## src/rtl/audio_clkgen_pkg.sv

```systemverilog
package audio_clkgen_pkg;

  // width of the bit clock half-period counter (largest quotient 48)
  localparam int HALF_W = 6;
  // width of the bit slot counter within one word-select half (largest 24)
  localparam int SLOT_W = 5;

  // root clock multiple of the frame rate
  function automatic logic [9:0] root_mult(input logic [1:0] code);
    case (code)
      2'd0:    return 10'd256;
      2'd1:    return 10'd384;
      2'd2:    return 10'd512;
      default: return 10'd768;
    endcase
  endfunction

  // bit clock multiple of the frame rate
  function automatic logic [5:0] bit_mult(input logic [1:0] code);
    case (code)
      2'd0:    return 6'd16;
      2'd1:    return 6'd24;
      2'd2:    return 6'd32;
      default: return 6'd48;
    endcase
  endfunction

  // half period of the bit clock in prescaled ticks, 0 when not integral
  function automatic logic [HALF_W-1:0] half_ticks(input logic [1:0] rcode,
                                                   input logic [1:0] bcode);
    logic [9:0] r;
    logic [9:0] b;
    r = root_mult(rcode);
    b = {4'd0, bit_mult(bcode)};
    if ((r % b) == 10'd0) return HALF_W'(r / b);
    else return '0;
  endfunction

endpackage

```

## src/rtl/audio_clkgen_prescaler.sv

```systemverilog
module audio_clkgen_prescaler #(
  parameter int PSR_W = 8
) (
  input  logic             clk,
  input  logic             rst_n,
  input  logic             tick_i,
  input  logic             en_i,
  input  logic [PSR_W-1:0] val_i,
  output logic             tick_o
);

  logic [PSR_W-1:0] cnt_q;
  logic [PSR_W-1:0] val_q;
  logic             en_q;
  logic             term;

  // terminal count: every tick when bypassed, else when count reaches value
  assign term   = !en_q || (cnt_q == val_q);
  assign tick_o = tick_i && term;

  always_ff @(posedge clk or negedge rst_n) begin
    if (!rst_n) begin
      cnt_q <= '0;
      val_q <= '0;
      en_q  <= 1'b0;
    end else if (tick_i) begin
      if (term) begin
        cnt_q <= '0;
        val_q <= val_i;
        en_q  <= en_i;
      end else begin
        cnt_q <= cnt_q + PSR_W'(1);
      end
    end
  end

  // the divide setting is only replaced at a terminal count
  assert_reload_at_term_R4: assert property (@(posedge clk) disable iff (!rst_n)
    ((val_q != $past(val_q)) || (en_q != $past(en_q))) |-> $past(tick_o));

  // the running count never passes the active value
  assert_count_in_range_R3: assert property (@(posedge clk) disable iff (!rst_n)
    en_q |-> (cnt_q <= val_q));

endmodule

```

## src/rtl/audio_clkgen_bitdiv.sv

```systemverilog
module audio_clkgen_bitdiv
  import audio_clkgen_pkg::*;
(
  input  logic       clk,
  input  logic       rst_n,
  input  logic       tick_i,
  input  logic       run_i,
  input  logic [1:0] root_code_i,
  input  logic [1:0] bit_code_i,
  output logic       bclk_o,
  output logic       lr_o,
  output logic       bad_o
);

  logic [HALF_W-1:0] half;
  logic [SLOT_W-1:0] slots;
  logic [HALF_W-1:0] hcnt_q;
  logic [SLOT_W-1:0] scnt_q;
  logic              bclk_q;
  logic              lr_q;
  logic              bad;
  logic              active;

  assign half   = half_ticks(root_code_i, bit_code_i);
  assign slots  = SLOT_W'(bit_mult(bit_code_i) >> 1);
  assign bad    = (half == '0);
  assign active = run_i && !bad;

  always_ff @(posedge clk or negedge rst_n) begin
    if (!rst_n) begin
      hcnt_q <= '0;
      scnt_q <= '0;
      bclk_q <= 1'b0;
      lr_q   <= 1'b0;
    end else if (!active) begin
      hcnt_q <= '0;
      scnt_q <= '0;
      bclk_q <= 1'b0;
      lr_q   <= 1'b0;
    end else if (tick_i) begin
      if (hcnt_q >= half - HALF_W'(1)) begin
        hcnt_q <= '0;
        bclk_q <= !bclk_q;
        if (bclk_q) begin
          // falling edge of the bit clock: count a bit slot
          if (scnt_q >= slots - SLOT_W'(1)) begin
            scnt_q <= '0;
            lr_q   <= !lr_q;
          end else begin
            scnt_q <= scnt_q + SLOT_W'(1);
          end
        end
      end else begin
        hcnt_q <= hcnt_q + HALF_W'(1);
      end
    end
  end

  assign bclk_o = bclk_q;
  assign lr_o   = lr_q;
  assign bad_o  = bad;

  // word select moves only with a falling bit clock edge
  assert_lr_on_bclk_fall_R7: assert property (@(posedge clk) disable iff (!rst_n)
    (lr_q != $past(lr_q)) |-> ($past(bclk_q) && !bclk_q));

  // an invalid ratio pair silences both clocks
  assert_invalid_quiet_R6: assert property (@(posedge clk) disable iff (!rst_n)
    bad |=> (!bclk_q && !lr_q));

  // the bit clock holds between prescaled ticks
  assert_bclk_on_tick_R5: assert property (@(posedge clk) disable iff (!rst_n)
    (!tick_i && active) |=> $stable(bclk_q));

endmodule

```

## src/rtl/audio_clkgen_lrsync.sv

```systemverilog
module audio_clkgen_lrsync #(
  parameter int STAGES = 2
) (
  input  logic clk,
  input  logic rst_n,
  input  logic lr_i,
  output logic lr_o
);

  logic [STAGES-1:0] sh_q;

  generate
    if (STAGES == 1) begin : g_one
      always_ff @(posedge clk or negedge rst_n) begin
        if (!rst_n) sh_q <= '0;
        else        sh_q <= lr_i;
      end
    end else begin : g_chain
      always_ff @(posedge clk or negedge rst_n) begin
        if (!rst_n) sh_q <= '0;
        else        sh_q <= {sh_q[STAGES-2:0], lr_i};
      end
    end
  endgenerate

  assign lr_o = sh_q[STAGES-1];

endmodule

```

## src/rtl/audio_clkgen.sv

```systemverilog
module audio_clkgen
  import audio_clkgen_pkg::*;
#(
  parameter int PSR_W       = 8,
  parameter int SYNC_STAGES = 2
) (
  input  logic             clk,
  input  logic             rst_n,
  input  logic             pclk_tick_i,
  input  logic             aud_tick_i,
  input  logic             src_sel_i,
  input  logic             psr_en_i,
  input  logic [PSR_W-1:0] psr_val_i,
  input  logic [1:0]       root_code_i,
  input  logic [1:0]       bit_code_i,
  input  logic             master_i,
  input  logic             cdclk_in_i,
  input  logic             lr_i,
  output logic             root_clk_o,
  output logic             root_oe_o,
  output logic             bclk_o,
  output logic             bclk_oe_o,
  output logic             lr_o,
  output logic             lr_oe_o,
  output logic             lr_level_o,
  output logic             cfg_bad_o
);

  logic src_tick;
  logic ptick;
  logic root_q;
  logic bclk_w;
  logic lr_w;
  logic lr_sync;

  assign src_tick = src_sel_i ? aud_tick_i : pclk_tick_i;

  audio_clkgen_prescaler #(.PSR_W(PSR_W)) u_psr (
    .clk    (clk),
    .rst_n  (rst_n),
    .tick_i (src_tick),
    .en_i   (psr_en_i),
    .val_i  (psr_val_i),
    .tick_o (ptick)
  );

  always_ff @(posedge clk or negedge rst_n) begin
    if (!rst_n)     root_q <= 1'b0;
    else if (ptick) root_q <= !root_q;
  end

  audio_clkgen_bitdiv u_div (
    .clk         (clk),
    .rst_n       (rst_n),
    .tick_i      (ptick),
    .run_i       (master_i),
    .root_code_i (root_code_i),
    .bit_code_i  (bit_code_i),
    .bclk_o      (bclk_w),
    .lr_o        (lr_w),
    .bad_o       (cfg_bad_o)
  );

  audio_clkgen_lrsync #(.STAGES(SYNC_STAGES)) u_sync (
    .clk   (clk),
    .rst_n (rst_n),
    .lr_i  (lr_i),
    .lr_o  (lr_sync)
  );

  assign root_clk_o = root_q;
  assign root_oe_o  = !cdclk_in_i;
  assign bclk_o     = bclk_w;
  assign lr_o       = lr_w;
  assign bclk_oe_o  = master_i;
  assign lr_oe_o    = master_i;
  assign lr_level_o = master_i ? lr_w : lr_sync;

  // with the audio source selected, a cycle without its tick leaves the root clock alone
  assert_aud_src_only_R1: assert property (@(posedge clk) disable iff (!rst_n)
    (src_sel_i && !aud_tick_i) |=> $stable(root_clk_o));

  // likewise for the peripheral source
  assert_pclk_src_only_R1: assert property (@(posedge clk) disable iff (!rst_n)
    (!src_sel_i && !pclk_tick_i) |=> $stable(root_clk_o));

  // slave mode releases and silences the bit clock
  assert_slave_quiet_R8: assert property (@(posedge clk) disable iff (!rst_n)
    !master_i |=> (!bclk_o && !lr_o));

endmodule

```

## config.mk

```make
export PLATFORM = sky130hd
export DESIGN_NAME = audio_clkgen
export DESIGN_NICKNAME = d
export VERILOG_FILES = /design/src/rtl/audio_clkgen_pkg.sv /design/src/rtl/audio_clkgen_prescaler.sv /design/src/rtl/audio_clkgen_bitdiv.sv /design/src/rtl/audio_clkgen_lrsync.sv /design/src/rtl/audio_clkgen.sv
export SDC_FILE = /design/constraint.sdc
export NUM_CORES = 1
export LEC_CHECK = 0
export BUFFER_PORTS_ARGS = -buffer_cell sky130_fd_sc_hd__clkbuf_2
export CELL_PAD_IN_SITES_DETAIL_PLACEMENT = 0
export CELL_PAD_IN_SITES_GLOBAL_PLACEMENT = 1
export CORE_UTILIZATION = 42
export DETAILED_ROUTE_END_ITERATION = 10
export PLACE_DENSITY = 0.78
export SETUP_SLACK_MARGIN = 0.5
export SYNTH_ARGS = -nofsm -noshare
export SYNTH_HDL_FRONTEND = slang
export SYNTH_HIERARCHICAL = 1
export SYNTH_SLANG_ARGS = --single-unit
```

## constraint.sdc

```tcl
create_clock -name clk -period 17.7 [get_ports clk]
set_clock_uncertainty 0.1 [all_clocks]
set_input_delay 3.54 -clock clk [delete_from_list [all_inputs] [get_ports clk]]
set_output_delay 3.54 -clock clk [all_outputs]
set_load 0.02 [all_outputs]
```

Yosys cells after proc, flatten, opt, wreduce, memory -nomap -nowiden
Cells that the tools add are included.
- flip-flop bits (word level): 33
- add/sub/neg operators: 5
- div/mod/pow operators: 2
- order comparisons: 2
- equal/unequal tests: 9
- mux-type cells: 22
- reductions and logical operators: 17
- operators by type and width (operator ; number):
    case mux 10 bit (3 select lines) ; 1
    2-to-1 mux 5 bit ; 5
    2-to-1 mux 6 bit ; 4
    case mux 6 bit (3 select lines) ; 1
    divider 10 x 6 -> 10 bit ; 1
    logical NOT 10 bit ; 1
    modulo 10 x 6 -> 10 bit ; 1
    2-to-1 mux 1 bit ; 10
    adder 8 x 1 -> 8 bit (second input constant) ; 1
    equality test 8 bit ; 1
    2-to-1 mux 8 bit ; 1
    adder 6 x 1 -> 6 bit (second input constant) ; 1
    greater-or-equal comparator 6 bit ; 1
    logical NOT 1 bit ; 6
    logical NOT 6 bit ; 1
    inequality test 2 bit (second input constant) ; 3
    subtractor 6 x 1 -> 6 bit (second input constant) ; 1
    adder 5 x 1 -> 5 bit (second input constant) ; 1
    greater-or-equal comparator 5 bit ; 1
    subtractor 5 x 1 -> 5 bit (second input constant) ; 1
    equality test 2 x 1 -> 1 bit (second input constant) ; 2
    equality test 2 bit (second input constant) ; 2
    logical NOT 2 bit ; 2
    AND reduction 2 bit ; 2
    other kinds (5) ; 6

Logic depth before layout (Yosys ltp)
Gate-level depths: netlist of run 1.
- depth after elaboration: 10
- gate-level depth with buffers: 63
- gate-level depth less buffers: 62

By module
The synthesis of run 1 kept the hierarchy.
- by module, submodules not included (module ; times used ; cells each ; area each (sq um) ; sequential area each (sq um)):
    audio_clkgen_bitdiv ; 1 ; 319 ; 2519.9 ; 325.3
    audio_clkgen_prescaler ; 1 ; 105 ; 996.0 ; 425.4
    audio_clkgen ; 1 ; 7 ; 82.6 ; 25.0
    audio_clkgen_lrsync ; 1 ; 2 ; 50.0 ; 50.0

Least setup slack after synthesis of run 1
OpenSTA, ideal clock, no wires.
- kind: input port to output port
- start point: input bit_code_i[1]
- end point: output cfg_bad_o
- arrival: 13.569 ns
- data required time: 14.060 ns
- setup slack: 0.491 ns
- stages: 50
- path through: inv_1 -> ha_1 -> clkbuf_1 -> inv_1 -> ha_1 -> a32oi_2 -> ha_1 -> or2_0 -> a31oi_1 -> nor2_1 -> ha_1 -> o211ai_1 -> nand2_1 -> o21ai_0 -> inv_1 -> ha_1 -> ha_1 -> o31ai_1 -> [14 not listed] -> nand2_1 -> or3_1 -> nor3_1 -> nand2_1 -> o211ai_1 -> o31ai_1 -> ha_1 -> o21a_1 -> nor3_1 -> xnor2_1 -> nand2_1 -> a211oi_1 -> a211oi_1 -> o22ai_1 -> o21ai_0 -> or2_2 -> ha_1 -> and2_1
- cells in the longest elaborated chain, start to end: 6
- elaborated cells on any way between the ends: 9
- classes of those cells: div (2); eq/ne (2); mux (2); reduce/logical (3)
- RTL lines (element ; line ; text):
    from (decl) ; audio_clkgen.sv:15 ; input logic [1:0] bit_code_i,
    equality test 2 bit (tied with other cells) ; audio_clkgen_pkg.sv:20 ; case (code)
    case mux 6 bit (3 select lines) * ; audio_clkgen_pkg.sv:20 ;
    modulo 10 x 6 -> 10 bit ; audio_clkgen_pkg.sv:35 ; if ((r % b) == 10'd0) return HALF_W'(r / b);
    logical NOT 10 bit ; audio_clkgen_pkg.sv:35 ;
    2-to-1 mux 6 bit * ; audio_clkgen_pkg.sv:35 ;
    logical NOT 6 bit * ; audio_clkgen_bitdiv.sv:26 ; assign bad = (half == '0);
    to (decl) ; audio_clkgen.sv:26 ; output logic cfg_bad_o
Every way passes the cells marked *; elsewhere a longest branch is shown, timed or not.

Final worst setup path of run 1
Ends and elaborated chain as after synthesis.

==> results of run 1 <==
==> layout make-up <==
class,instances,share of cell area (%)
Clock inverter,1,0.694
Inverter,20,1.74
Sequential cell,33,19.1
Timing Repair Buffer,56,8.19
Clock buffer,7,2.00
Tap cell,105,3.04
Multi-Input combinational cell,362,65.2
==> what timing repair did <==
action                     4_1_cts  5_1_grt
buffers inserted                 4       14
hold buffers                     0        0
pin swaps                        2       15
resized for setup                8       26
setup endpoints to repair        1        1
==> per-layer routing <==
metal,routed length [um],vias up,GRT usage [%]
li1,-,1695,-
met1,4360,1628,27.0
met2,4530,41,36.7
met3,202,10,2.07
met4,121,0,5.93
met5,0,-,0
==> placed cells by master, fill, tap and decap left out, types with 6 or more instances in the layout <==
master | synthesis | layout
nand2_1 | 59 | 58
dfrtp_1 | 33 | 33
ha_1 | 35 | 31
clkbuf_2 | 0 | 28
buf_4 | 3 | 27
inv_1 | 20 | 20
a21oi_1 | 19 | 19
xnor2_1 | 19 | 19
o21ai_0 | 22 | 18
nor2_1 | 16 | 15
o21a_1 | 11 | 11
o211ai_1 | 11 | 11
nand2b_1 | 10 | 10
a21oi_2 | 10 | 10
nor2b_1 | 9 | 9
nand3_1 | 9 | 9
nor3_1 | 12 | 9
a21o_1 | 8 | 8
o211ai_2 | 8 | 8
o31ai_1 | 8 | 7
clkbuf_8 | 0 | 6
==> final timing paths <==
kind / slack (ns) / to / startpoint / depth (start not counted)
setup / recovery: 1.06 / cfg_bad_o / bit_code_i[1] / 51
hold / removal: 0.25 / u_sync/sh_q[1] / u_sync/sh_q[0] / 0
setup reg to reg: 13.77 / u_div/scnt_q[4] / u_psr/cnt_q[0] / 9
hold reg to reg: 0.25 / u_sync/sh_q[1] / u_sync/sh_q[0] / 0
max in group asynchronous: 13.71 / u_psr/cnt_q[7] / rst_n / 1
min in group asynchronous: 3.25 / u_sync/sh_q[1] / rst_n / 1
==> logic make-up (layout without fill, tap and decap cells) <==
kind of cell,after synthesis,after routing,synth area share (%)
simple gates,148,148,20.4
compound gates,143,143,29.9
buf+inv,38,84,4.73
fa+ha+maj,36,36,12.6
flops,33,33,22.6
xor+xnor,23,23,5.52
mux,12,12,4.22
==> sequential cells by signal, indices dropped and copies added, names as in the netlist <==
name / flops
u_div/bclk_o: 1
root_clk_o: 1
u_div/hcnt_q: 6
u_psr/val_q: 8
u_psr/cnt_q: 8
u_psr/en_q: 1
u_sync/sh_q: 2
u_div/lr_o: 1
u_div/scnt_q: 5
==> stage by stage <==
step	hold slack [ns]	power [uW]
2_1_floorplan	0.231	333
5_1_grt	0.269	569
4_1_cts	0.258	484
3_3_place_gp	0.238	394
6_report	0.253	529
3_5_place_dp	0.240	399
==> power by group through the flow <==
| stage | clock [uW] | combinational (uW) | sequential (uW) |
|---|---|---|---|
| finish | 74.1 | 358 | 96.5 |
| CTS | 76.2 | 312 | 96.4 |
| detailed placement | 0 | 301 | 97.8 |
| global placement | 0 | 297 | 97.6 |
| floorplan | 0 | 237 | 96.2 |
| global route | 78.9 | 392 | 98.0 |
==> impl_metrics.toml, run 1 <==
[grt]
grt_pass1_vias = 3217
track_usage_pct = 20.9
grt_start_max_net_pins = 34
overflow = 0
antenna_found_initial = 0
grt_pass1_wl_um = 15100

[die]
start_util_pct = 44.0
die_height_um = 95.2
pin_count = 29
coreArea_sq_mm = 0.00830
die_width_um = 95.2
rows = 33
die_area_sq_mm = 0.00906

[pwr]
max-vdd-ir-drop_mv = 0.0615
comb_power_share_pct = 67.8
p_int_uw = 285
switching_share_pct = 46.2
leakagePower_uw = 0.00185
p_clk_share_pct = 14.0
power_switching_uw = 244
seqPwrFrac_pct = 18.2
p_per_area_mw_per_mm2 = 122

[timing]
relSlewSlack_pct = 37.8
period_share_pct = 94.0
fmax_mhz = 60.1
final_max_slew_viol_count = 0
period_minus_slack_ns = 16.64
hold_viol = 0
fin_ws_ns = 1.06
rsz0062_at_grt = "false"
finalSetupViolations = 0
worst_pin_slew_ns = 0.930
final.setup.tns_ns = 0

[logic_synthesis]
yosysTopAreaCell = "dfrtp_1"
synth-async-reset-ratio_pct = 100
ys_types = 66
synth.yosys.seq_area_share_pct = 22.6
synth_edf_count = 0
synth_cells = 433
yosysMostFrequentCell = "nand2_1"
yosysWarnings = 6
synth_top_flop_cell = "dfrtp_1"
synth.net_count = 490
synth_area_leaders = "dfrtp_1 23%, ha_1 12%, nand2_1 6.1%"
synth_area_sq_mm = 0.00365
syn_avg_cell_area_sq_um = 8.43
synth_common_cells = "59 x nand2_1, 35 x ha_1, 33 x dfrtp_1"
synth_top_area_share_pct = 22.6
ys_ff_latch = 33

[worst_setup_path]
slowest_stage = "a221o_1"
cp_common_cell = "ha_1"
crit_family = "compound AO/OA/AOI/OAI gates"
critical_path_class = "primary input to primary output"
setup.worst_path.end_class = "primary output"
crit_fanout = 14
cp_num_buf_inv = 7
required_ns = 14.06
max_stage_delay_ns = 0.65
worstSetupStartpointType = "primary input"
arrival_ns = 13.00

[clocking]
clk_latency_ns = 0.29
clock_path_buffers = 2
root_buffer = "clkbuf_8"
tritoncts = "done"
numCtsBuffers = 5
path_clk_slew_ns = 0.07
clock-sinks = 33
cts_max_level = 2

[place]
pre_cts_slack_ns = -0.144
dp_hpwl_um = 6410
dpl-instance-area_sq_mm = 0.00390
routabilityCongestion = 0.778
port_buffers = 28
dp_cells = 558

[cells_and_area]
final_layout_size_suffix_gt1_share_pct = 25.9
fillers = 821
num_antenna_cells = 0
seq_area_sq_um = 826
fin_cells = 584
post-route-util_pct = 52.1
fin_nets = 535
final_area_sq_mm = 0.00432
synthToLayoutAreaGrowth_pct = 18.5
multi_input_area_sq_mm = 0.00282

[routing]
drc_errors = 0
wl_per_cell_um = 15.8
drtAntennaViolNets = 0
routed_via_density = 5.78
drt_iter0_markers = 109
vias = 3374
firstDrtPassIters = 4
wl_um = 9220

[hold_path]
hold_path.class = "flip-flop to flip-flop"

[flow_run]
cap_violations = 0

[outcome]
status = "complete, no violations"
(Power assumes the default switching activity.)
==> run 2, diff against run 1 <==
Settings changed: RECOVER_POWER from default to 100.
==> run 2 against run 1 <==
The flow now finishes with violations (max-capacitance violations, max-slew violations). Power is 1.3% lower. Worst setup slack worse by 0.16 ns. Register-to-register slack better by 0.09 ns. Die area is the same. Largest power group unchanged.
==> impl_metrics.toml, run 2 (synthesized netlist as in run 1, its figures left out) <==
[outcome]
status = "finished, violations left"
violations = "max-capacitance violations, max-slew violations"

[timing]
period_minus_slack_ns = 16.80
final_max_slew_viol_count = 34
hold_viol = 0
period_share_pct = 94.9
worst_pin_slew_ns = 1.83
finalSetupViolations = 0
final.setup.tns_ns = 0
relSlewSlack_pct = -22.1
rsz0062_at_grt = "false"
fmax_mhz = 59.5

[pwr]
p_int_uw = 281
seqPwrFrac_pct = 18.5
leakagePower_uw = 0.00179
p_clk_share_pct = 14.2
p_per_area_mw_per_mm2 = 123
max-vdd-ir-drop_mv = 0.0611
power_switching_uw = 241
comb_power_share_pct = 67.3
switching_share_pct = 46.1

[cells_and_area]
final_layout_size_suffix_gt1_share_pct = 21.5
mostFrequentLayoutCells = "58 x nand2_1, 33 x dfrtp_1, 31 x ha_1"
final_common_cell = "nand2_1"
num_antenna_cells = 0
synthToLayoutAreaGrowth_pct = 16.4
fillers = 833
fin_nets = 535
reg.largest.list = "u_psr/cnt_q (8), u_psr/val_q (8), u_div/hcnt_q (6)"
post-route-util_pct = 51.2

[worst_setup_path]
max_stage_delay_ns = 0.40
worstSetupStartpoint = "bit_code_i[1]"
slowest_stage = "a221o_1"
r2r-end = "u_div/scnt_q[4]"
crit_fanout = 14
required_ns = 14.06
reg2reg_from = "u_psr/cnt_q[0]"
cp-endpoint = "cfg_bad_o"
arrival_ns = 13.16
worstSetupStartpointType = "primary input"
cp_common_cell = "ha_1"
r2r_slack_ns = 13.86
setup.worst_path.end_class = "primary output"
critical_path_class = "primary input to primary output"
r2r_cells = 9

[clocking]
cts_max_level = 2
path_clk_slew_ns = 0.07
hold_buffers = 0
clock-sinks = 33
numCtsBuffers = 5
clock_path_buffers = 2
clk_latency_ns = 0.29
root_buffer = "clkbuf_8"
tritoncts = "done"

[routing]
wl_um = 9220
firstDrtPassIters = 4
drc_errors = 0
drt_iter0_markers = 135
drtAntennaViolNets = 0
vias = 3344
routed_via_density = 5.73
wl_per_cell_um = 15.8

[grt]
overflow = 0
grt_pass1_wl_um = 15100
track_usage_pct = 20.9
grt_start_max_net_pins = 34
antenna_found_initial = 0
grt_pass1_vias = 3217

[flow_run]
cap_violations = 1

[die]
die_height_um = 95.2
pin_count = 29
coreArea_sq_mm = 0.00830
rows = 33
die_width_um = 95.2
die_area_sq_mm = 0.00906
start_util_pct = 44.0

[place]
port_buffers = 28
routabilityCongestion = 0.778
dp_hpwl_um = 6410

[hold_path]
hold_path.class = "flip-flop to flip-flop"
-- run 2: layout make-up --
class,count,area (sq um),share of cell area (%)
clock inverter,1,30.0,0.707
multi-input combinational,362,2750,64.8
sequential,33,826,19.5
timing repair buffer,56,345,8.13
inverter,20,75.1,1.77
clock buffer,7,86.3,2.03
tap,105,131,3.09
-- run 2: worst min path at each step --
stage,start,to,depth (start not counted)
2_1_floorplan,u_sync/sh_q[0],u_sync/sh_q[1],0
3_3_place_gp,u_sync/sh_q[0],u_sync/sh_q[1],0
3_5_place_dp,u_sync/sh_q[0],u_sync/sh_q[1],0
4_1_cts,u_sync/sh_q[0],u_sync/sh_q[1],0
5_1_grt,u_sync/sh_q[0],u_sync/sh_q[1],0
6_report,u_sync/sh_q[0],u_sync/sh_q[1],0
-- run 2: worst max-delay path, delay by kind of cell --
kind / cells / cell delay, ns
and+or+nand+nor: 15 / 2.54
buffers and inverters: 8 / 0.94
muxes: 2 / 0.49
adders and majority gates: 10 / 2.57
AOI/OAI and AO/OA: 17 / 3.06
-- run 2: per-layer routing --
layer	wire length, um	track usage [%]
met1	4390	27.0
met2	4540	36.7
met3	162	2.07
met4	121	5.93
met5	0	0
-- run 2: power groups by stage --
stage / clock (uW) / combinational, uW / sequential (uW)
6_report: 74.3 / 351 / 96.4
5_1_grt: 78.9 / 384 / 98.0
4_1_cts: 76.2 / 312 / 96.4
3_5_place_dp: 0 / 301 / 97.8
3_3_place_gp: 0 / 297 / 97.6
2_1_floorplan: 0 / 237 / 96.2
-- run 2: stage by stage --
stage | std cells | hold WS (ns) | total power, uW | worst slack (ns) | instance area (sq um)
after floorplan | 433 | 0.231 | 333 | 0.696 | 3650
after global placement | 558 | 0.238 | 394 | 0.00785 | 3900
after detailed placement | 558 | 0.240 | 399 | -0.144 | 3900
after CTS | 570 | 0.258 | 484 | 0.535 | 4070
after global routing | 584 | 0.269 | 561 | 0.141 | 4250
final | 584 | 0.253 | 522 | 0.904 | 4250
-- run 2: repair_timing --
item,4_1_cts,5_1_grt
pin swaps,2,15
setup endpoints to repair,1,1
buffers inserted,4,14
resized for setup,8,26
==> run 3, diff against run 2 <==
Settings changed: CORE_ASPECT_RATIO from default to 0.9, SKIP_CTS_REPAIR_TIMING from default to 1.
==> run 3 against run 2 <==
The flow still finishes with violations (max-capacitance violations, max-slew violations). Clock power decreased by 24%. First-iteration DRC count decreased by 3.7%. Sequential power about the same. Sequential cell count unchanged. Routed wire length decreased by 4.9%. Non-clock buffer count decreased by 13. Utilization decreased by 1.7 points. Critical path depth decreased by 3. Register-to-register slack improved by 0.24 ns. Fmax decreased by 0.17%. Sequential share of layout area increased by 0.84 points. Clock-buffer cell count decreased by 2. Largest cell class unchanged.
==> impl_metrics.toml, run 3 (synthesized netlist as in run 1, its figures left out) <==
[outcome]
status = "finished, violations left"
violations = "max-capacitance violations, max-slew violations"

[worst_setup_path]
crit_fanout = 14
setup.worst_path.end_class = "primary output"
crit_family = "compound AO/OA/AOI/OAI gates"
worstSetupStartpointType = "primary input"
slowest_stage = "a221o_1"
cp_num_buf_inv = 5
required_ns = 14.06
critical_path_class = "primary input to primary output"
arrival_ns = 13.19
cp_common_cell = "ha_1"
max_stage_delay_ns = 0.43

[place]
dpl-instance-area_sq_mm = 0.00391
dp_hpwl_um = 6260
routabilityCongestion = 0.856
port_buffers = 28

[die]
die_width_um = 100
start_util_pct = 44.4
die_area_sq_mm = 0.00906
die_height_um = 90.4
pin_count = 29
coreArea_sq_mm = 0.00822
rows = 31

[timing]
hold_viol = 0
period_share_pct = 95.1
finalSetupViolations = 0
holdWs_ns = 0.258
worst_pin_slew_ns = 1.81
period_minus_slack_ns = 16.83
relSlewSlack_pct = -20.4
fmax_mhz = 59.4
final_max_slew_viol_count = 34
rsz0062_at_grt = "false"

[clocking]
clock-sinks = 33
numCtsBuffers = 5
cts_max_level = 2
path_clk_slew_ns = 0.07
clk_latency_ns = 0.29
tritoncts = "done"
root_buffer = "clkbuf_8"
clock_path_buffers = 2

[routing]
firstDrtPassIters = 5
wl_per_cell_um = 15.1
vias = 3368
drtAntennaViolNets = 0
drc_errors = 0
routed_via_density = 5.80
drt_iter0_markers = 130
wl_um = 8760

[cells_and_area]
reg.largest.list = "u_psr/cnt_q (8), u_psr/val_q (8), u_div/hcnt_q (6)"
final_common_cell = "nand2_1"
final_layout_size_suffix_gt1_share_pct = 18.5
fin_nets = 522
mostFrequentLayoutCells = "59 x nand2_1, 33 x dfrtp_1, 33 x ha_1"
synthToLayoutAreaGrowth_pct = 11.6
fillers = 832
seq_area_sq_um = 826
num_antenna_cells = 0
multi_input_area_sq_mm = 0.00270
final_area_sq_mm = 0.00407

[grt]
grt_pass1_wl_um = 14800
grt_start_max_net_pins = 34
antenna_found_initial = 0
grt_pass1_vias = 3133
track_usage_pct = 19.6
overflow = 0

[pwr]
leakagePower_uw = 0.00171
max-vdd-ir-drop_mv = 0.0593
p_per_area_mw_per_mm2 = 121

[flow_run]
cap_violations = 1

[hold_path]
hold_path.class = "flip-flop to flip-flop"
[run 3: changes by cell type in the layout (fill, tap and decap cells not counted), sizes merged]
cell,change
buf,-14
bufinv,-1
clkbuf,-1
clkinv,+2
clkinvlp,+1
[run 3: metal layers]
layer | share of wire, % | vias to the layer above | global-route usage (%)
li1 | - | 1669 | -
met1 | 49 | 1621 | 27.9
met2 | 47 | 70 | 32.1
met3 | 3.1 | 8 | 1.93
met4 | 0.96 | 0 | 4.11
met5 | 0 | - | 0
[run 3: layout make-up]
cell class	count	share of cell area, %
inverters	20	1.84
well taps	115	3.54
clock buffers	5	1.69
flip-flops and latches	33	20.3
clock inverters	3	0.430
multi-input cells	362	66.3
repair buffers	43	5.90
[run 3: per-stage QoR]
step / cells / utilization [%] / setup WS [ns] / setup TNS, ns / power [uW]
floorplan: 433 / - / 0.696 / 0 / 333
global placement: 567 / 47.5 / 0.334 / 0 / 394
CTS: 575 / 48.6 / -0.0500 / -0.0500 / 454
global route: 581 / 49.5 / 0.245 / 0 / 528
finish: 581 / 49.5 / 0.874 / 0 / 491
detailed placement: 567 / 47.5 / -0.0218 / -0.0218 / 396
[run 3: power by group]
part | switching (uW) | internal [uW]
Combinational | 198 | 141
Sequential | 12.1 | 84.1
Clock | 29.2 | 27.1
Total | 239 | 252
[run 3: worst reg2reg max path: stages, from the launching register on]
cell and delay [ns]:
dfrtp_1 0.45, xnor2_1 0.17, nand4_1 0.49, o21a_1 0.50, nor2_1 0.13, clkbuf_1 0.45, nand3_1 0.35, or2_2 0.43
o31ai_1 0.24, nand2_1 0.09, a21oi_2 0.13
[run 3: worst paths after layout]
kind	start	end	slack [ns]	cells past startpoint
worst min register to register	u_sync/sh_q[0]	u_sync/sh_q[1]	0.26	0
max in group asynchronous	rst_n	u_psr/val_q[5]	12.83	1
worst max-delay path	bit_code_i[1]	cfg_bad_o	0.87	49
worst max register to register	u_psr/cnt_q[2]	u_div/scnt_q[4]	14.10	10
min in group asynchronous	rst_n	u_div/bclk_o	3.63	1
worst min-delay path	u_sync/sh_q[0]	u_sync/sh_q[1]	0.26	0
